File: config.mk
export PLATFORM = sky130hd
export DESIGN_NAME = nco_pwl_sine
export DESIGN_NICKNAME = d
export VERILOG_FILES = /design/src/rtl/nco_pkg.sv /design/src/rtl/nco_phase_path.sv /design/src/rtl/nco_seg_rom.sv /design/src/rtl/nco_interp.sv /design/src/rtl/nco_pwl_sine.sv
export SDC_FILE = /design/constraint.sdc
export NUM_CORES = 1
export LEC_CHECK = 0
export BUFFER_PORTS_ARGS = -buffer_cell sky130_fd_sc_hd__buf_2
export CORE_ASPECT_RATIO = 0.75
export CORE_MARGIN = 3
export CORE_UTILIZATION = 60
export CTS_CLUSTER_SIZE = 28
export DETAILED_ROUTE_END_ITERATION = 12
export PLACE_DENSITY = 0.85
export SLEW_MARGIN = 40
export SYNTH_ARGS = -nofsm -noshare
export SYNTH_HDL_FRONTEND = slang
export SYNTH_SLANG_ARGS = --single-unit
File: constraint.sdc
create_clock -name clk -period 23.7 [get_ports clk]
set_input_delay 2.37 -clock clk [delete_from_list [all_inputs] [get_ports clk]]
set_output_delay 2.37 -clock clk [all_outputs]
set_load 0.005 [all_outputs]
File: src/rtl/nco_pkg.sv
package nco_pkg;

    // Eight straight-line segments per quarter wave.
    localparam int SEG_BITS = 3;
    localparam int ROM_AW   = SEG_BITS + 1;
    localparam int ROM_DEPTH = 1 << ROM_AW;

    typedef enum logic {
        SLOT_START = 1'b0,
        SLOT_END   = 1'b1
    } slot_e;

    typedef struct packed {
        logic [1:0]          quad;
        logic [SEG_BITS-1:0] seg;
    } seg_sel_t;

    // Knot amplitudes sin(k*pi/16) in 16-bit unsigned full scale.
    // Indices at and beyond the last knot read full scale.
    function automatic logic [15:0] knot_q16(input logic [ROM_AW-1:0] k);
        logic [15:0] v;
        case (k)
            4'd0:    v = 16'd0;
            4'd1:    v = 16'd12785;
            4'd2:    v = 16'd25079;
            4'd3:    v = 16'd36409;
            4'd4:    v = 16'd46340;
            4'd5:    v = 16'd54490;
            4'd6:    v = 16'd60546;
            4'd7:    v = 16'd64276;
            default: v = 16'd65535;
        endcase
        return v;
    endfunction

endpackage

File: src/rtl/nco_phase_path.sv
module nco_phase_path
    import nco_pkg::*;
#(
    parameter int PHASE_W = 16
) (
    input  logic                       clk,
    input  logic                       rst,
    input  logic                       adv,
    input  logic [PHASE_W-1:0]         tune,
    input  logic [PHASE_W-1:0]         offs,
    output seg_sel_t                   sel,
    output logic [PHASE_W-3-SEG_BITS:0] frac
);
    localparam int FOLD_W = PHASE_W - 2;
    localparam int FRAC_W = FOLD_W - SEG_BITS;

    logic [PHASE_W-1:0] acc;
    logic [PHASE_W-1:0] phase;
    logic [1:0]         quad;
    logic [FOLD_W-1:0]  rest;
    logic [FOLD_W-1:0]  folded;

    always_comb begin
        phase  = acc + offs;
        quad   = phase[PHASE_W-1 -: 2];
        rest   = phase[FOLD_W-1:0];
        // Quadrants 2 and 4 run backwards: complement the in-quadrant phase.
        folded = quad[0] ? ~rest : rest;
    end

    always_ff @(posedge clk) begin
        if (rst) begin
            acc  <= '0;
            sel  <= '0;
            frac <= '0;
        end else if (adv) begin
            acc      <= acc + tune;
            sel.quad <= quad;
            sel.seg  <= folded[FOLD_W-1 -: SEG_BITS];
            frac     <= folded[FRAC_W-1:0];
        end
    end

endmodule

File: src/rtl/nco_seg_rom.sv
module nco_seg_rom
    import nco_pkg::*;
#(
    parameter int OUT_W = 16
) (
    input  logic              clk,
    input  logic              rst,
    input  logic [ROM_AW-1:0] addr,
    output logic [OUT_W-2:0]  data
);
    localparam int AMP_W = OUT_W - 1;
    localparam int RSH   = 17 - OUT_W;

    logic [AMP_W-1:0] mem [ROM_DEPTH];

    for (genvar k = 0; k < ROM_DEPTH; k++) begin : g_knot
        assign mem[k] = AMP_W'(knot_q16(ROM_AW'(k)) >> RSH);
    end

    // Single registered read port: one access per clock.
    always_ff @(posedge clk) begin
        if (rst) data <= '0;
        else     data <= mem[addr];
    end

endmodule

File: src/rtl/nco_interp.sv
module nco_interp #(
    parameter int OUT_W  = 16,
    parameter int FRAC_W = 11
) (
    input  logic                    clk,
    input  logic                    rst,
    input  logic                    fire,
    input  logic [OUT_W-2:0]        start_q,
    input  logic [OUT_W-2:0]        end_q,
    input  logic [FRAC_W-1:0]       frac,
    input  logic                    neg,
    output logic signed [OUT_W-1:0] sample,
    output logic                    valid
);
    localparam int AMP_W = OUT_W - 1;
    localparam int W     = AMP_W + FRAC_W + 3;
    localparam int MAXV  = (1 << (OUT_W - 1)) - 1;
    localparam logic signed [W-1:0] MAX_W = W'(MAXV);

    logic signed [W-1:0] q0_w, q1_w, fr_w, slope_w, prod_w, step_w, mag_w, res_w, sat_w;

    always_comb begin
        q0_w    = $signed({{(W-AMP_W){1'b0}}, start_q});
        q1_w    = $signed({{(W-AMP_W){1'b0}}, end_q});
        fr_w    = $signed({{(W-FRAC_W){1'b0}}, frac});
        slope_w = q1_w - q0_w;
        prod_w  = slope_w * fr_w;
        step_w  = prod_w >>> FRAC_W;
        mag_w   = q0_w + step_w;
        res_w   = neg ? -mag_w : mag_w;
        if (res_w > MAX_W)       sat_w = MAX_W;
        else if (res_w < -MAX_W) sat_w = -MAX_W;
        else                     sat_w = res_w;
    end

    always_ff @(posedge clk) begin
        if (rst) begin
            sample <= '0;
            valid  <= 1'b0;
        end else begin
            valid <= fire;
            if (fire) sample <= sat_w[OUT_W-1:0];
        end
    end

endmodule

File: src/rtl/nco_pwl_sine.sv
module nco_pwl_sine
    import nco_pkg::*;
#(
    parameter int PHASE_W = 16,
    parameter int OUT_W   = 16
) (
    input  logic                    clk,
    input  logic                    rst,
    input  logic [PHASE_W-1:0]      tune_word,
    input  logic [PHASE_W-1:0]      phase_offset,
    output logic signed [OUT_W-1:0] sample_o,
    output logic                    sample_valid_o
);
    localparam int FRAC_W = PHASE_W - 2 - SEG_BITS;

    slot_e              slot;
    logic [1:0]         fill;
    seg_sel_t           sel;
    logic [FRAC_W-1:0]  frac;
    logic [ROM_AW-1:0]  rom_addr;
    logic [OUT_W-2:0]   rom_q;
    logic [OUT_W-2:0]   hold_q;
    logic [FRAC_W-1:0]  s2_frac;
    logic               s2_neg;
    logic               fire;

    // Two-cycle slot: START edge captures a phase, END edge finishes a sample.
    always_ff @(posedge clk) begin
        if (rst) begin
            slot <= SLOT_START;
            fill <= '0;
        end else begin
            slot <= (slot == SLOT_START) ? SLOT_END : SLOT_START;
            if (!(&fill)) fill <= fill + 2'd1;
        end
    end

    nco_phase_path #(.PHASE_W(PHASE_W)) u_phase (
        .clk  (clk),
        .rst  (rst),
        .adv  (slot == SLOT_START),
        .tune (tune_word),
        .offs (phase_offset),
        .sel  (sel),
        .frac (frac)
    );

    // END edge reads the segment start; START edge reads the segment end.
    assign rom_addr = {1'b0, sel.seg} + ROM_AW'(slot == SLOT_START);

    nco_seg_rom #(.OUT_W(OUT_W)) u_rom (
        .clk  (clk),
        .rst  (rst),
        .addr (rom_addr),
        .data (rom_q)
    );

    // One-cycle delay of the start knot plus the sample's side data.
    always_ff @(posedge clk) begin
        if (rst) begin
            hold_q  <= '0;
            s2_frac <= '0;
            s2_neg  <= 1'b0;
        end else if (slot == SLOT_START) begin
            hold_q  <= rom_q;
            s2_frac <= frac;
            s2_neg  <= sel.quad[1];
        end
    end

    assign fire = (slot == SLOT_END) && (&fill);

    nco_interp #(.OUT_W(OUT_W), .FRAC_W(FRAC_W)) u_interp (
        .clk     (clk),
        .rst     (rst),
        .fire    (fire),
        .start_q (hold_q),
        .end_q   (rom_q),
        .frac    (s2_frac),
        .neg     (s2_neg),
        .sample  (sample_o),
        .valid   (sample_valid_o)
    );

endmodule


==> out/metrics.yaml, run 1 <==
run:
  drv_cap: 0
worst_setup_path:
  cp_max_fo: 14
  end_kind: "flop"
  arrival_ps: 12550
  cp_common_cell: "fa_1"
  cp_slowest_stage_delay_ps: 540
  crit_type: "flop to flop"
  cp-start-kind: "flop"
  slowest_stage: "fa_1"
  required_ps: 23970
detailed_routing:
  detailroute.via_count: 10700
  drt_iter0_markers: 896
  drc: 0
  drt_wl_total_um: 30400
  final_antenna_net_count: 0
  avgViaCountPerCell: 5.78
  firstDrtPassIters: 5
  wl_per_cell_um: 16.4
sta:
  fin_crit_sh_pct: 51.8
  max_freq_mhz: 81.4
  rsz0062_at_grt: "no"
  worst_pin_slew_ps: 810
  min_period_ps: 12280
  max-slew-margin-rel_pct: 45.9
  slew_viol_final: 0
  fin_skew_ps: 8.32
  hold_viol: 0
  finalSetupViolCount: 0
  fin_setup_tns_ps: 0
clocking:
  post_cts_resized: 0
  htree_levels: 3
  clkTransAtPathRegs_ps: 70
  clk_latency_ps: 350
  cts_tree: "built"
  cts_buffers: 9
  ctsLongestPathBuffers: 2
  cts.sink_count: 93
  cts_hold_buf: 0
  postCtsSetupRepairBufs: 0
  root_buffer: "clkbuf_16"
placed_design:
  place_congestion: 0.899
  portBuffers: 50
  dp_hpwl_um: 23600
final_layout:
  final_cell_mix: "inv_1 (239), nand2_1 (189), fa_1 (164)"
  seq_area_um2: 1860
  drive_above_1_share_pct: 7.19
  nets: 1893
  nFillCells: 1716
  diodes: 0
  syn_to_final_growth_pct: 5.97
  final_common_cell: "inv_1"
  multi_input_area_um2: 10100
floorplan:
  initial_core_util_pct: 61.4
  die_area_um2: 23600
  die_x_um: 176
  ios: 51
  die_y_um: 134
  fp-row-count: 46
  core_area_um2: 21200
worst_hold_path:
  hold_class: "flop to flop"
synthesis:
  ys_types: 75
  synth_top_cell_area_share_pct: 25.2
  synth_seq_cells: 93
  synth_nets: 1886
  yosysSeqAreaShare_pct: 14.3
  synthesis.area_um2: 13000
  synth.area.top_cells: "fa_1 (25%), dfxtp_1 (14%), ha_1 (12%)"
  synthArstFlopShare_pct: 0
  yosysTopAreaCell: "fa_1"
  synth_edf_count: 0
  synth-warning-count: 0
  syn-instance-count: 1559
  syn_avg_cell_area_um2: 8.37
  ys.flop_type: "dfxtp_1"
grt:
  grt_max_degree: 96
  overflow: 0
  track_usage_pct: 26.6
  antenna_found_initial: 0
  grt_pass1_vias: 10800
  grt_pass1_wl_um: 51800
status:
  status: "complete, no violations"
[per-stage QoR]
step	cells	util [%]	hold slack [ps]	cell area, um2	setup slack (ps)
after floorplan	1559	-	440	13000	12960
after global placement	1843	63.4	456	13500	11950
after detailed placement	1843	63.6	474	13500	11490
after CTS	1859	65.0	486	13800	11390
after global routing	1859	65.1	501	13800	10640
final	1859	65.1	484	13800	11420
[critical path, delay by kind of cell (launching register included)]
kind	cells	cell delay [ps]
AOI/OAI and AO/OA	20	5070
xor gates and xnor gates	1	440
adders and majority gates	9	3740
buffers and inverters	5	430
DFF	1	340
muxes	1	130
and+or+nand+nor	9	2050
[area by class of cell]
class	count	share of cell area, %
multi-input cells	1165	73.0
clock buffers	10	1.73
flip-flops and latches	93	13.5
clock inverters	6	0.480
repair buffers	57	2.22
inverters	240	6.52
well taps	288	2.61
[synthesized netlist by cell type (8+ instances only)]
library cell / n
inv_1: 239
a21oi_1: 71
nand2_1: 189
nand3_1: 10
a21boi_0: 8
a21o_1: 19
xnor2_1: 68
xor2_1: 17
mux2i_1: 32
clkbuf_1: 56
o31ai_1: 9
o21ai_0: 39
nand2b_1: 17
o21a_1: 13
nor2_1: 139
nor3_1: 20
and2_1: 51
a211oi_1: 31
fa_1: 164
ha_1: 129
dfxtp_1: 93
nor2b_1: 25
[metal layers]
| layer | GRT usage, % | share of wire [%] | wire length (um) | up-vias |
|---|---|---|---|---|
| met2 | 42.5 | 46 | 14000 | 362 |
| met1 | 38.7 | 46 | 13900 | 5281 |
| li1 | - | - | - | 5056 |
| met4 | 5.10 | 1.6 | 474 | 0 |
| met5 | 0 | 0 | 0 | - |
| met3 | 4.02 | 6.7 | 2030 | 43 |
[state kept, by name, indices dropped and copies added (netlist names)]
name / flops
u_interp.valid: 1
fill: 2
u_rom.data: 15
s2_neg: 1
u_phase.sel: 4
u_phase.frac: 11
u_interp.sample: 16
s2_frac: 11
u_phase.acc: 16
hold_q: 15
slot: 1
[kinds of logic after synthesis]
group / after synthesis / share of synthesized area [%]
adder cells (fa/ha/maj): 293 / 37.5
multiplexers: 32 / 2.46
buffers and inverters: 301 / 8.76
XOR/XNOR: 87 / 5.96
AO/OA/AOI/OAI: 259 / 13.6
flip-flops: 93 / 14.3
AND/OR/NAND/NOR: 494 / 17.4
[worst paths after layout]
check                          startpoint                               to  slack (ps)  cells after the start
min          u_phase.frac[2]$_SDFFE_PP0N_     u_phase.frac[2]$_SDFFE_PP0N_         480                      2
min reg2reg  u_phase.frac[2]$_SDFFE_PP0N_     u_phase.frac[2]$_SDFFE_PP0N_         480                      2
max              u_rom.data[0]$_SDFF_PP0_  u_interp.sample[3]$_SDFFE_PP0P_       11420                     45
max reg2reg      u_rom.data[0]$_SDFF_PP0_  u_interp.sample[3]$_SDFFE_PP0P_       11420                     45
Power of run 1 is not shown: default switching activity piles up to over one toggle a cycle in this logic, so the estimate is an artifact.
==> inputs of run 2 (changes only) <==
- clock period: 23.7 -> 11.9 ns (I/O delays scaled with it)
==> run 2 against run 1 <==
Against the previous run:
- count of clock-buffer cells in the layout fell by 1
- first-iteration DRC count decreased by 8.1%
- sequential share of layout area down 0.11 points
- non-clock buffer count grew 15
- maximum frequency rose by 9.4%
- sequential cell count is the same
- critical endpoint is now u_interp.sample[11]$_SDFFE_PP0P_
==> out/metrics.yaml, run 2 (synthesis gave the netlist of run 1 again) <==
status:
  status: "complete, no violations"
worst_setup_path:
  end_kind: "flop"
  reg2regPathDepth: 45
  slowest_stage: "a2111oi_0"
  cp-start-kind: "flop"
  reg2reg_to: "u_interp.sample[11]$_SDFFE_PP0P_"
  cp_common_cell: "fa_1"
  cp_max_fo: 13
  arrival_ps: 11500
  cp_slowest_stage_delay_ps: 570
  r2r_setup_slack_ps: 670
  rr_startpoint: "hold_q[1]$_SDFFE_PP0N_"
  crit_type: "flop to flop"
  required_ps: 12170
final_layout:
  diodes: 0
  reg_top3: "u_interp.sample x16, u_phase.acc x16"
  drive_above_1_share_pct: 7.94
  final_cell_mix: "inv_1 (239), nand2_1 (189), fa_1 (164)"
  nets: 1908
  final_area_um2: 14000
  final_common_cell: "inv_1"
  syn_to_final_growth_pct: 7.06
detailed_routing:
  final_antenna_net_count: 0
  detailroute.via_count: 10800
  drt_wl_total_um: 30400
  drt_iter0_markers: 823
  drc: 0
  firstDrtPassIters: 8
  avgViaCountPerCell: 5.74
  wl_per_cell_um: 16.2
sta:
  fin_skew_ps: 12.6
  max_freq_mhz: 89.0
  worst_pin_slew_ps: 869
  hold_viol: 0
  slew_viol_final: 0
  fin_crit_sh_pct: 94.4
  min_period_ps: 11230
  finalSetupViolCount: 0
  max-slew-margin-rel_pct: 42.0
  rsz0062_at_grt: "no"
  fin_setup_tns_ps: 0
grt:
  grt_max_degree: 96
  grt_pass1_wl_um: 52000
  track_usage_pct: 26.7
  grt_pass1_vias: 10900
  overflow: 0
  antenna_found_initial: 0
floorplan:
  core_area_um2: 21200
  initial_core_util_pct: 61.4
  ios: 51
  die_x_um: 176
  die_area_um2: 23600
  fp-row-count: 46
  die_y_um: 134
clocking:
  clk_latency_ps: 350
  clkTransAtPathRegs_ps: 80
  cts_buffers: 9
  cts.sink_count: 93
  cts_hold_buf: 0
  cts_tree: "built"
  ctsLongestPathBuffers: 2
  htree_levels: 3
  root_buffer: "clkbuf_16"
placed_design:
  dp_hpwl_um: 24300
  portBuffers: 50
  place_congestion: 0.928
  placed_area_um2: 13600
worst_hold_path:
  hold_path_depth: 2
  hold_class: "flop to flop"
  min_from: "u_phase.frac[2]$_SDFFE_PP0N_"
  holdPathEnd: "u_phase.frac[2]$_SDFFE_PP0N_"
run:
  drv_cap: 0
-- run 2: changes by cell type in the layout (fill, tap and decap cells not counted), sizes merged --
cell	previous run	this run
clkbuf	10	9
clkinv	2	5
buf	57	72
clkinvlp	1	0
inv	243	242
-- run 2: per-layer routing --
layer	share of wire [%]	global-route usage [%]	wire (um)
met1	44	38.3	13500
met2	46	43.1	14000
met3	7.5	4.53	2290
met4	2.0	5.19	621
met5	0	0	0
-- run 2: cell type report --
| cell class | count | area, um2 |
|---|---|---|
| timing repair buffer | 72 | 444 |
| multi-input combinational | 1165 | 10100 |
| inverter | 240 | 901 |
| tap | 288 | 360 |
| clock inverter | 7 | 91.3 |
| fill | 1719 | 7270 |
| sequential | 93 | 1870 |
| clock buffer | 9 | 225 |
-- run 2: worst max path at each step --
stage,from,cells past startpoint,end
after floorplan,u_rom.data[0]$_SDFF_PP0_,46,u_interp.sample[4]$_SDFFE_PP0P_
after global placement,hold_q[1]$_SDFFE_PP0N_,46,u_interp.sample[5]$_SDFFE_PP0P_
after detailed placement,hold_q[1]$_SDFFE_PP0N_,45,u_interp.sample[11]$_SDFFE_PP0P_
after CTS,hold_q[1]$_SDFFE_PP0N_,46,u_interp.sample[11]$_SDFFE_PP0P_
after global routing,u_rom.data[0]$_SDFF_PP0_,46,u_interp.sample[12]$_SDFFE_PP0P_
final,hold_q[1]$_SDFFE_PP0N_,45,u_interp.sample[11]$_SDFFE_PP0P_
-- run 2: metrics by stage --
stage	cells	hold WS, ps	utilization [%]	worst slack [ps]
final	1874	465	65.8	670
after global routing	1874	488	65.8	35.1
after CTS	1872	466	65.4	255
after detailed placement	1856	455	63.9	328
after global placement	1856	453	63.9	723
after floorplan	1559	440	-	1160
-- run 2: what timing repair did --
action,4_1_cts,5_1_grt
setup buffers,0,2
setup endpoints to repair,0,16
hold endpoints to repair,0,0
resized for setup,0,12
-- run 2: critical path: cells and delay by family, from the launching register on --
family	cells	cell delay, ps
buffers and inverters	6	600
DFF	1	400
AOI/OAI and AO/OA	18	4440
and+or+nand+nor	11	1900
adders and majority gates	8	3490
muxes	1	140
xor gates and xnor gates	1	140
Power of run 2 is left out for the same reason.
==> inputs of run 3 (changes only) <==
- MAX_ROUTING_LAYER: not set -> met4
- RECOVER_POWER: not set -> 50
==> run 3 against run 2 <==
Against the previous run:
- sequential share of layout area hardly changed
- non-clock buffer count decreased by 1
- maximum frequency hardly changed
- via count is 0.55% lower
- hold slack better by 17 ps
- final area is 0.36% lower
- clock skew is 1.3 ps lower
- die area did not move
- global-route usage is 1.0 points higher
- count of clock-buffer cells in the layout up 2
- critical path depth up 2
- largest cell class unchanged
- highest routed layer unchanged
==> out/metrics.yaml, run 3 (synthesis gave the netlist of run 1 again) <==
final_layout:
  final_common_cell: "inv_1"
  diodes: 0
  syn_to_final_growth_pct: 6.68
  nets: 1907
  final_cell_mix: "inv_1 (239), nand2_1 (189), fa_1 (164)"
  reg_top3: "u_interp.sample x16, u_phase.acc x16"
  drive_above_1_share_pct: 7.00
floorplan:
  fp-row-count: 46
  ios: 51
  die_area_um2: 23600
  initial_core_util_pct: 61.4
  die_y_um: 134
  core_area_um2: 21200
  die_x_um: 176
sta:
  max-slew-margin-rel_pct: 44.9
  max_freq_mhz: 89.0
  fin_crit_sh_pct: 94.4
  finalSetupViolCount: 0
  hold_viol: 0
  fin_skew_ps: 11.3
  fin_setup_tns_ps: 0
  worst_pin_slew_ps: 825
  slew_viol_final: 0
  min_period_ps: 11230
worst_setup_path:
  rr_startpoint: "hold_q[1]$_SDFFE_PP0N_"
  reg2reg_to: "u_interp.sample[14]$_SDFFE_PP0P_"
  cp-start-kind: "flop"
  startpoint: "hold_q[1]$_SDFFE_PP0N_"
  reg2regPathDepth: 47
  crit_type: "flop to flop"
  slowest_stage: "fa_1"
  arrival_ps: 11510
  end_kind: "flop"
  cp_max_fo: 14
  required_ps: 12170
  cp_slowest_stage_delay_ps: 560
  cp-endpoint: "u_interp.sample[14]$_SDFFE_PP0P_"
  r2r_setup_slack_ps: 670
status:
  status: "complete, no violations"
placed_design:
  place_congestion: 0.947
  portBuffers: 50
  dp_hpwl_um: 24100
grt:
  globalRouteMet3Util_pct: 4.64
  grt_pass1_wl_um: 52100
  track_usage_pct: 27.8
  top_usage_layer: "met2"
  use_met1_pct: 38.7
  grt_max_degree: 96
  use_met2_pct: 43.0
  overflow: 0
  grt_pass1_vias: 10800
  antenna_found_initial: 0
clocking:
  cts_tree: "built"
  root_buffer: "clkbuf_16"
  cts.sink_count: 93
  ctsLongestPathBuffers: 2
  htree_levels: 3
  cts_hold_buf: 0
  cts_buffers: 9
  clkTransAtPathRegs_ps: 80
  clk_latency_ps: 360
detailed_routing:
  final_antenna_net_count: 0
  drt_wl_total_um: 30800
  drt_iter0_markers: 826
  firstDrtPassIters: 7
  wl_per_cell_um: 16.4
  drc: 0
  detailroute.via_count: 10700
  avgViaCountPerCell: 5.71
worst_hold_path:
  hold_class: "flop to flop"
run:
  drv_cap: 0
==> run 3: changes by cell type in the layout (fill, tap and decap cells not counted), moves of 2 or more <==
cell / before / now
clkinv_8: 4 / 0
a21boi_1: 3 / 5
a21boi_0: 5 / 3
buf_2: 50 / 36
clkbuf_1: 0 / 14
clkbuf_8: 0 / 2
==> run 3: how the worst min path moves through the flow <==
stage	depth (start not counted)	end	startpoint	slack, ps
after floorplan	2	u_phase.frac[2]$_SDFFE_PP0N_	u_phase.frac[2]$_SDFFE_PP0N_	440
after global placement	2	u_phase.frac[4]$_SDFFE_PP0N_	u_phase.frac[4]$_SDFFE_PP0N_	450
after detailed placement	2	u_phase.frac[4]$_SDFFE_PP0N_	u_phase.frac[4]$_SDFFE_PP0N_	470
after CTS	2	u_phase.frac[4]$_SDFFE_PP0N_	u_phase.frac[4]$_SDFFE_PP0N_	480
after global routing	2	u_phase.frac[8]$_SDFFE_PP0N_	u_phase.frac[8]$_SDFFE_PP0N_	510
final	2	u_phase.frac[4]$_SDFFE_PP0N_	u_phase.frac[4]$_SDFFE_PP0N_	480
==> run 3: critical path: cells and delay by family, from the launching register on <==
kind	cells	cell delay [ps]
DFF	1	390
buffers and inverters	8	910
adders and majority gates	8	3440
AOI/OAI and AO/OA	25	5050
and+or+nand+nor	6	1370
==> run 3: area by class of cell <==
type | instances | area, um2
Clock buffer | 11 | 253
Clock inverter | 5 | 42.5
Fill cell | 1699 | 7320
Inverter | 240 | 901
Multi-Input combinational cell | 1165 | 10100
Sequential cell | 93 | 1870
Tap cell | 288 | 360
Timing Repair Buffer | 71 | 419
==> run 3: layer usage <==
metal / up-vias / share of wire (%)
li1: 5093 / -
met1: 5195 / 45
met2: 357 / 46
met3: 46 / 6.9
met4: 0 / 1.6
met5: - / 0
==> run 3: through the flow <==
stage / hold slack (ps) / utilization [%] / cells / setup WS [ps] / cell area (um2)
2_1_floorplan: 440 / - / 1559 / 1160 / 13000
3_3_place_gp: 454 / 63.8 / 1854 / 722 / 13600
3_5_place_dp: 472 / 63.9 / 1854 / 163 / 13600
4_1_cts: 483 / 65.3 / 1870 / 48.1 / 13900
5_1_grt: 508 / 65.5 / 1873 / -75.7 / 13900
6_report: 481 / 65.5 / 1873 / 666 / 13900
==> run 3: repair_timing <==
item	in CTS	in global routing
setup endpoints to repair	0	16
gates resized for setup	0	15
buffers inserted	0	3
Power of run 3 is left out for the same reason.
